[src/rtl/nand_fmt_pkg.sv]
package nand_fmt_pkg;

  typedef logic [7:0] byte_t;

  // Position of each header field inside a 16-byte spare group.
  localparam int unsigned POS_BLK_LO = 0;
  localparam int unsigned POS_BLK_HI = 1;
  localparam int unsigned POS_PAGE   = 2;
  localparam int unsigned POS_TAG    = 3;

  function automatic byte_t flip(input byte_t b);
    return ~b;
  endfunction

endpackage

[src/rtl/nand_fmt_seq.sv]
module nand_fmt_seq #(
  parameter int unsigned DATA_BYTES  = 2048,
  parameter int unsigned TOTAL_BYTES = 2112,
  localparam int unsigned IDX_W      = $clog2(TOTAL_BYTES)
) (
  input  logic             clk,
  input  logic             rst,
  input  logic             start,
  input  logic             mode_i,
  input  logic             in_valid,
  input  logic             out_slot,
  output logic             busy,
  output logic             mode_q,
  output logic [IDX_W-1:0] idx,
  output logic             in_phase,
  output logic             in_ready,
  output logic             take,
  output logic             emit,
  output logic             accept,
  output logic             page_done
);

  logic step;
  logic last;

  assign in_phase = idx < IDX_W'(DATA_BYTES);
  assign accept   = start && !busy;
  // data bytes need an output slot; spare bytes are swallowed in read mode only
  assign in_ready = busy && (in_phase ? out_slot : mode_q);
  assign take     = in_ready && in_valid;
  assign emit     = busy && (in_phase ? take : (!mode_q && out_slot));
  assign step     = (in_phase || mode_q) ? take : emit;
  assign last     = idx == IDX_W'(TOTAL_BYTES - 1);

  always_ff @(posedge clk) begin
    if (rst) begin
      busy      <= 1'b0;
      mode_q    <= 1'b0;
      idx       <= '0;
      page_done <= 1'b0;
    end else begin
      page_done <= 1'b0;
      if (accept) begin
        busy   <= 1'b1;
        mode_q <= mode_i;
        idx    <= '0;
      end else if (step) begin
        if (last) begin
          busy      <= 1'b0;
          idx       <= '0;
          page_done <= 1'b1;
        end else begin
          idx <= idx + 1'b1;
        end
      end
    end
  end

  p_done_pulse_r7: assert property (@(posedge clk) disable iff (rst)
    page_done |=> !page_done);

  p_done_idle_r7: assert property (@(posedge clk) disable iff (rst)
    page_done |-> !busy);

  p_no_spare_take_r5: assert property (@(posedge clk) disable iff (rst)
    (busy && !mode_q && !in_phase) |-> !in_ready);

  p_idle_quiet_r11: assert property (@(posedge clk) disable iff (rst)
    !busy |-> (!in_ready && !emit));

endmodule

[src/rtl/nand_spare_gen.sv]
module nand_spare_gen
  import nand_fmt_pkg::*;
#(
  parameter int unsigned GROUP_BYTES = 16,
  parameter int unsigned BLK_W       = 10,
  parameter int unsigned PAGE_W      = 7,
  localparam int unsigned GPOS_W     = $clog2(GROUP_BYTES),
  localparam int unsigned HI_W       = BLK_W - 8
) (
  input  logic [GPOS_W-1:0] pos,
  input  logic [BLK_W-1:0]  blk,
  input  logic [PAGE_W-1:0] page,
  input  byte_t             tag,
  input  logic              ecc_en,
  input  byte_t             ecc_byte,
  output byte_t             spare_b
);

  always_comb begin
    if (pos == GPOS_W'(POS_BLK_LO))      spare_b = blk[7:0];
    else if (pos == GPOS_W'(POS_BLK_HI)) spare_b = {tag[7:HI_W], blk[BLK_W-1:8]};
    else if (pos == GPOS_W'(POS_PAGE))   spare_b = 8'(page);
    else if (pos == GPOS_W'(POS_TAG))    spare_b = tag;
    else                                 spare_b = ecc_en ? ecc_byte : 8'h00;
  end

endmodule

[src/rtl/nand_rd_capture.sv]
module nand_rd_capture
  import nand_fmt_pkg::*;
#(
  parameter int unsigned SOFF_W = 6,
  parameter int unsigned GPOS_W = 4,
  parameter int unsigned BLK_W  = 10,
  parameter int unsigned PAGE_W = 7
) (
  input  logic              clk,
  input  logic              rst,
  input  logic              cap_en,
  input  logic [SOFF_W-1:0] soff,
  input  byte_t             din,
  output logic [BLK_W-1:0]  rd_blk,
  output logic [PAGE_W-1:0] rd_page
);

  localparam int unsigned HI_W = BLK_W - 8;

  logic first_grp;
  assign first_grp = soff[SOFF_W-1:GPOS_W] == '0;

  always_ff @(posedge clk) begin
    if (rst) begin
      rd_blk  <= '0;
      rd_page <= '0;
    end else if (cap_en && first_grp) begin
      if (soff[GPOS_W-1:0] == GPOS_W'(POS_BLK_LO)) rd_blk[7:0]       <= din;
      if (soff[GPOS_W-1:0] == GPOS_W'(POS_BLK_HI)) rd_blk[BLK_W-1:8] <= din[HI_W-1:0];
      if (soff[GPOS_W-1:0] == GPOS_W'(POS_PAGE))   rd_page           <= din[PAGE_W-1:0];
    end
  end

endmodule

[src/rtl/nand_page_fmt.sv]
module nand_page_fmt
  import nand_fmt_pkg::*;
#(
  parameter int unsigned DATA_BYTES   = 2048,
  parameter int unsigned SECTOR_BYTES = 512,
  parameter int unsigned GROUP_BYTES  = 16,
  parameter int unsigned BLK_W        = 10,
  parameter int unsigned PAGE_W       = 7
) (
  input  logic              clk,
  input  logic              rst,
  input  logic              start,
  input  logic              mode,
  input  logic [BLK_W-1:0]  blk_num,
  input  logic [PAGE_W-1:0] page_idx,
  input  logic [7:0]        tag,
  input  logic              ecc_en,
  input  logic [7:0]        ecc_byte,
  input  logic              in_valid,
  input  logic [7:0]        in_data,
  output logic              in_ready,
  output logic              out_valid,
  output logic [7:0]        out_data,
  input  logic              out_ready,
  output logic              page_done,
  output logic [BLK_W-1:0]  rd_blk,
  output logic [PAGE_W-1:0] rd_page
);

  localparam int unsigned SECTORS     = DATA_BYTES / SECTOR_BYTES;
  localparam int unsigned SPARE_BYTES = SECTORS * GROUP_BYTES;
  localparam int unsigned TOTAL_BYTES = DATA_BYTES + SPARE_BYTES;
  localparam int unsigned IDX_W       = $clog2(TOTAL_BYTES);
  localparam int unsigned SOFF_W      = $clog2(SPARE_BYTES);
  localparam int unsigned GPOS_W      = $clog2(GROUP_BYTES);

  // Page fields held for the whole page.
  logic [BLK_W-1:0]  blk_q;
  logic [PAGE_W-1:0] page_q;
  byte_t             tag_q;
  logic              ecc_en_q;

  logic             busy, mode_q, in_phase, take, emit, accept, out_slot;
  logic [IDX_W-1:0] idx;
  logic [SOFF_W-1:0] soff;
  byte_t            spare_b;

  assign out_slot = !out_valid || out_ready;
  // DATA_BYTES is a multiple of SPARE_BYTES, so the low index bits are the spare offset.
  assign soff = idx[SOFF_W-1:0];

  nand_fmt_seq #(
    .DATA_BYTES (DATA_BYTES),
    .TOTAL_BYTES(TOTAL_BYTES)
  ) u_seq (
    .clk      (clk),
    .rst      (rst),
    .start    (start),
    .mode_i   (mode),
    .in_valid (in_valid),
    .out_slot (out_slot),
    .busy     (busy),
    .mode_q   (mode_q),
    .idx      (idx),
    .in_phase (in_phase),
    .in_ready (in_ready),
    .take     (take),
    .emit     (emit),
    .accept   (accept),
    .page_done(page_done)
  );

  nand_spare_gen #(
    .GROUP_BYTES(GROUP_BYTES),
    .BLK_W      (BLK_W),
    .PAGE_W     (PAGE_W)
  ) u_spare (
    .pos     (soff[GPOS_W-1:0]),
    .blk     (blk_q),
    .page    (page_q),
    .tag     (tag_q),
    .ecc_en  (ecc_en_q),
    .ecc_byte(ecc_byte),
    .spare_b (spare_b)
  );

  nand_rd_capture #(
    .SOFF_W(SOFF_W),
    .GPOS_W(GPOS_W),
    .BLK_W (BLK_W),
    .PAGE_W(PAGE_W)
  ) u_cap (
    .clk    (clk),
    .rst    (rst),
    .cap_en (take && mode_q && !in_phase),
    .soff   (soff),
    .din    (in_data),
    .rd_blk (rd_blk),
    .rd_page(rd_page)
  );

  always_ff @(posedge clk) begin
    if (rst) begin
      blk_q    <= '0;
      page_q   <= '0;
      tag_q    <= '0;
      ecc_en_q <= 1'b0;
    end else if (accept) begin
      blk_q    <= blk_num;
      page_q   <= page_idx;
      tag_q    <= tag;
      ecc_en_q <= ecc_en;
    end
  end

  always_ff @(posedge clk) begin
    if (rst) begin
      out_valid <= 1'b0;
      out_data  <= '0;
    end else if (emit) begin
      out_valid <= 1'b1;
      out_data  <= in_phase ? flip(in_data) : spare_b;
    end else if (out_ready) begin
      out_valid <= 1'b0;
    end
  end

  p_out_hold_r8: assert property (@(posedge clk) disable iff (rst)
    (out_valid && !out_ready) |=> (out_valid && $stable(out_data)));

  p_fields_held_r6: assert property (@(posedge clk) disable iff (rst)
    busy |=> (!busy || ($stable(blk_q) && $stable(page_q) && $stable(tag_q) && $stable(mode_q))));

  p_read_no_spare_out_r9: assert property (@(posedge clk) disable iff (rst)
    (busy && mode_q && !in_phase) |-> !emit);

endmodule

[config.mk]
export PLATFORM = sky130hd
export DESIGN_NAME = nand_page_fmt
export DESIGN_NICKNAME = d
export VERILOG_FILES = /design/src/rtl/nand_fmt_pkg.sv /design/src/rtl/nand_fmt_seq.sv /design/src/rtl/nand_spare_gen.sv /design/src/rtl/nand_rd_capture.sv /design/src/rtl/nand_page_fmt.sv
export SDC_FILE = /design/constraint.sdc
export NUM_CORES = 1
export LEC_CHECK = 0
export ABC_CLOCK_PERIOD_IN_PS = 1800
export BUFFER_PORTS_ARGS = -buffer_cell sky130_fd_sc_hd__buf_4
export CAP_MARGIN = 10
export CORE_UTILIZATION = 31
export CTS_BUF_LIST = sky130_fd_sc_hd__clkbuf_4 sky130_fd_sc_hd__clkbuf_8
export DETAILED_ROUTE_END_ITERATION = 10
export GPL_ROUTABILITY_DRIVEN = 0
export PLACE_DENSITY = 0.62
export SYNTH_ARGS = -nofsm -noshare
export SYNTH_HDL_FRONTEND = slang
export SYNTH_SLANG_ARGS = --single-unit
export TNS_END_PERCENT = 100
[constraint.sdc]
create_clock -name clk -period 1.8 [get_ports clk]
set_input_delay 0.27 -clock clk [delete_from_list [all_inputs] [get_ports clk]]
set_output_delay 0.27 -clock clk [all_outputs]
set_load 0.02 [all_outputs]
Yosys cells after proc, flatten, opt, wreduce, memory -nomap -nowiden
Cells that the tools add are included.
Word-level totals
  register bits after elaboration: 67
  input bits: 48
  output and inout port bits: 28
  logic and storage cells: 62
Operators by class
  add/sub/neg operators: 1
  $lt $le $gt $ge: 1
  equality and inequality tests: 4
  mux-type cells: 16
  bitwise gates (word level): 2
  reduce and logical (&&, ||, !) cells: 25
Operators with widths (count)
  $mux 8: 6
  $add 12x1->12 const B: 1
  $eq 12x12->1 const B: 1
  $lt 12x12->1 const B: 1
  $mux 12: 1
  $mux 1: 9
  $eq 4x2->1 const B: 2
  $logic_and 1x1->1: 8
  $not 8->8: 1
  $reduce_and 2->1: 4
  $reduce_bool 2->1: 3
  $eq 4x1->1 const B: 1
  $logic_not 1->1: 4
  $logic_not 4->1: 1
  $reduce_or 3->1: 1
  $logic_not 2->1: 1
  $logic_or 1x1->1: 2
  $reduce_or 2->1: 1
  $not 1->1: 1

Logic depth before layout (Yosys ltp)
  depth after elaboration: 10
  mapped depth: 9

Modules after synthesis
A second synthesis with hierarchy kept.
Unflattened totals
  cell total of the unflattened synthesis: 328
  area total of the unflattened synthesis: 3188.1 um2
Modules (own cells, without submodules)
  nand_page_fmt: times used 1, cells an instance 133, area each 1358.8 um2
  nand_fmt_seq: times used 1, cells an instance 88, area each 787.0 um2
  nand_rd_capture: times used 1, cells an instance 69, area each 750.7 um2
  nand_spare_gen: times used 1, cells an instance 38, area each 291.5 um2

Worst setup path after synthesis
Ideal clock, no wire load.
  kind: register to register
  start point: register u_seq.idx[0]
  end point: register u_cap.rd_page[0]
  arrival time: 1.745 ns
  slack: -0.072 ns
  cell stages (with the launch flop): 8
  buffers on the path: 1
  clock period less this slack: 1.872 ns
  cells stage by stage: dfxtp_1 > inv_1 > ha_1 > buf_4 > clkinv_1 > nor4_4 > mux2i_1 > nor2_1
Between the ends
  cells in the longest elaborated chain, start to end: 8
RTL lines
  start, declared: line nand_fmt_seq.sv:14  | output logic [IDX_W-1:0] idx,
  start signal, assigned: line nand_fmt_seq.sv:53  | idx <= idx + 1'b1;
  $lt 12x12->1: line nand_fmt_seq.sv:26  | assign in_phase = idx < IDX_W'(DATA_BYTES);
  $mux 1: line nand_fmt_seq.sv:29  | assign in_ready = busy && (in_phase ? out_slot : mode_q);
  $logic_and 1x1->1: line nand_fmt_seq.sv:29
  $logic_and 1x1->1: line nand_fmt_seq.sv:30  | assign take = in_ready && in_valid;
  $logic_and 1x1->1 (2 in a row): line nand_page_fmt.sv:95  | .cap_en (take && mode_q && !in_phase),
  $logic_and 1x1->1: line nand_rd_capture.sv:27  | end else if (cap_en && first_grp) begin
  $reduce_and 2->1 (no line) (*)
  end signal, assigned: line nand_rd_capture.sv:30  | if (soff[GPOS_W-1:0] == GPOS_W'(POS_PAGE)) rd_page <= din[PAGE_W-1:0];
  end, declared: line nand_rd_capture.sv:15  | output logic [PAGE_W-1:0] rd_page
Mark *: on every way between the ends. The rest lies on a longest branch, timed or not.
A chain may end at the register's enable or synchronous reset.

Worst setup path after layout
  start point: register u_seq.idx[0]
  end point: register u_cap.rd_blk[6]
Between the ends
  cells in the longest elaborated chain, start to end: 8
RTL lines
  $lt 12x12->1: line nand_fmt_seq.sv:26
  $mux 1: line nand_fmt_seq.sv:29
  $logic_and 1x1->1: line nand_fmt_seq.sv:29
  $logic_and 1x1->1: line nand_fmt_seq.sv:30
  $logic_and 1x1->1 (2 in a row): line nand_page_fmt.sv:95
  $logic_and 1x1->1: line nand_rd_capture.sv:27
  $reduce_and 2->1 (no line) (*)
  end signal, assigned: line nand_rd_capture.sv:28  | if (soff[GPOS_W-1:0] == GPOS_W'(POS_BLK_LO)) rd_blk[7:0] <= din;
  end signal, assigned by index: line nand_rd_capture.sv:29  | if (soff[GPOS_W-1:0] == GPOS_W'(POS_BLK_HI)) rd_blk[BLK_W-1:8] <= din[HI_W-1:0];
  end, declared: line nand_rd_capture.sv:14  | output logic [BLK_W-1:0] rd_blk,
Marked as above.

==> impl_summary.txt <==
----------------------------------------------------
[Status]
  Outcome ... finished, final reports clean

[Final layout]
  Finished Layout Cells ... 593
  Area added between synthesis and finish ... 36.0%
  Fraction of layout instances using a drive strength above 1 ... 32.2%
  Layout Nets ... 508
  Commonest cells after routing, fill and taps aside ... buf_4 (96), nand2_1 (76), dfxtp_1 (63)
  Ant. Diodes ... 0
  Leading cell type in the layout, fill and taps excluded ... buf_4

[Timing]
  Portion of the clock cycle consumed by the worst path in the final layout ... 94.5%
  Hold Violations, Final ... 0
  Relative slew margins ... 77.3%
  Sum of negative setup slack ... 0 ns
  Max-slew violation count ... 0
  Actual slew at the worst max-slew pin ... 0.341 ns
  Fin crit period ... 1.70 ns
  Setup violation total in the final timing report ... 0
  Highest attainable clock frequency ... 0.588 GHz
  Slack of the critical path ... 0.0989 ns
  Worst Skew ... 0.00662 ns

[Placement]
  Placed Instances ... 574
  Count of input and output buffers ... 75
  Setup slack at placement ... -0.107 ns
  HPWL after DPL ... 6610 µm

[Floorplan]
  Floorplan Core Area ... 9820 µm²
  I/O Pins ... 76
  Area of the die ... 10600 µm²
  Number of rows created at floorplan ... 36
  Die Span Y ... 103 µm
  Die W ... 103 µm
  Starting density of the core ... 32.0%

[Routing]
  Avg WL per Cell ... 15.2 µm
  Wire length after detailed routing ... 8990 µm
  Via count ... 3022
  First-pass iteration count of the detailed router ... 5
  DRC violations left ... 0
  1st-iter DRT viols ... 184
  Detailed-route vias per instance ... 5.10
  Antenna-violating nets left ... 0

[Global routing]
  Wire length of the first global-routing pass ... 14300 µm
  Total routing usage reported by global routing ... 17.9%
  GRT busiest layer ... met2
  Antenna violations before repair ... 0
  Met1 track demand over resource in global routing ... 20.4%
  Via count of the first global-routing pass ... 2977
  Met2 track demand over resource in global routing ... 30.9%
  Met3 Use GR ... 5.29%
  Largest net degree at the start of global routing ... 28
  Congestion Overflow GR ... 0

[Power and ir drop]
  Worst vdd ir ... 368 µV
  Reported leakage power ... 1.66 nW
  Power per cell area ... 807 nW/µm²
  Total power ... 0.00345 W

[Logic synthesis]
  Number of library cell types mapped by synthesis ... 44
  Flops & latches, synth ... 67
  Per-instance average area after synthesis ... 8.53 µm²
  Number of enable flip-flop cells after synthesis ... 0
  Sequential area share after synthesis ... 42.6%
  Number of warning messages in the yosys log ... 0
  Share of Yosys cell area claimed by the top area cell type ... 42.6%
  Count of mapped cells out of synthesis ... 369
  Library cell occupying the most area in the post-synthesis netlist ... dfxtp_1
  Post-synth ARST share ... 0%
  Syn nets ... 421
  Post-synthesis instance area ... 3150 µm²
  Biggest area contributors in the synthesized netlist ... dfxtp_1 (43%), nand2_1 (9.1%), a21oi_1 (5.4%), mux2i_1 (5.4%), nor2_1 (4.7%)
  Top flip-flop cell by instance count after synthesis ... dfxtp_1

[Job]
  Max-cap violations ... 0

[CTS]
  Clock Latency Late Sink ... 0.35 ns
  Hold-fix buffers, CTS ... 0
  CTS HTree Levels ... 3
  Maximum clock path buffer count ... 2
  TritonCTS Buffers ... 9
  TritonCTS clock tree ... yes
  Number of sinks on the clock net ... 67
  Reg clk slew, reported paths ... 0.07 ns
  Buffer cell driving the clock tree root ... clkbuf_8

[Hold path]
  Tightest Hold Check Type ... in2reg

[Critical path]
  Capturing element type of the critical path ... flip-flop
  Critical Path Fanout Max ... 8
  CP required ... 2.04 ns
  Crit Path Category ... reg2reg
  Setup slack on the worst flop-to-flop path ... 0.1 ns
  Arrival time of the worst setup path ... 1.95 ns
  Startpoint type of the worst setup path ... flip-flop

----------------------------------------------------
cell usage after synthesis (7+ instances only):
library cell  number
clkbuf_1          14
buf_2              7
o221a_2            7
inv_1              7
a221oi_1           7
nand2_1           76
xor2_1             9
a21oi_1           34
dfxtp_1           67
o221ai_1          14
nor2_1            39
mux2i_1           17
and3_1            12
o2111ai_1          7
metal layers:
layer | vias to the layer above | part of all wire (%)
met5 | - | 0
li1 | 1486 | -
met1 | 1422 | 42
met4 | 0 | 2.4
met2 | 96 | 49
met3 | 18 | 6.4
path summary, 6_finish.rpt:
kind / startpoint / end / depth (start not counted)
setup / recovery: u_seq.idx[0] / u_cap.rd_blk[6] / 7
hold / removal: blk_num[2] / blk_q[2] / 3
setup reg to reg: u_seq.idx[0] / u_cap.rd_blk[6] / 7
hold reg to reg: blk_q[7] / blk_q[7] / 2
report_power, final:
| part | total, W | internal, W | leakage [nW] | switching (W) |
|---|---|---|---|---|
| Combinational | 0.000372 | 0.000178 | 0.995 | 0.000193 |
| Sequential | 0.00157 | 0.00153 | 0.547 | 0.0000404 |
| Clock | 0.00151 | 0.000916 | 0.115 | 0.000592 |
per-stage QoR:
step,hold slack (ns),util [%],instance area (µm²)
2_1_floorplan,0.406,-,3150
3_3_place_gp,0.453,40.5,3970
3_5_place_dp,0.456,40.5,3970
4_1_cts,0.155,43.4,4260
5_1_grt,0.155,43.6,4280
6_report,0.167,43.6,4280
kinds of logic after synthesis:
| logic type | Yosys count | synth area share (%) |
|---|---|---|
| xor+xnor | 10 | 2.78 |
| compound gates | 87 | 20.2 |
| fa+ha+maj | 4 | 1.59 |
| mux | 17 | 5.41 |
| buf+inv | 32 | 4.21 |
| flops | 67 | 42.6 |
| simple gates | 152 | 23.1 |
layout make-up:
type	instances	area, µm²
timing repair buffer	99	781
inverter	8	37.5
clock buffer	9	124
fill	1003	5540
sequential	67	1350
timing repair inverter	1	7.51
tap	133	166
clock inverter	6	115
multi-input combinational	270	1700
registers in the layout, indices dropped and copies added, names as in the netlist:
name / cells
u_seq.idx: 12
blk_q: 10
u_cap.rd_blk: 10
out_data: 8
tag_q: 8
page_q: 7
u_cap.rd_page: 7
ecc_en_q: 1
out_valid: 1
u_seq.busy: 1
u_seq.mode_q: 1
u_seq.page_done: 1
repair_timing:
item,CTS,global route
resized for setup,6,10
pin swaps,0,1
endpoints found under the setup margin,7,36
buffers inserted,3,0
hold endpoints to repair,0,0
cloned,1,0
critical path, cell delays in order, from the launching register on:
cell        delay (ns)
dfxtp_2           0.36
inv_4             0.09
ha_4              0.17
clkinvlp_4        0.18
nor4_4            0.36
buf_12            0.18
mux2i_1           0.20
nor2_1            0.05
(Power assumes the default switching activity.)
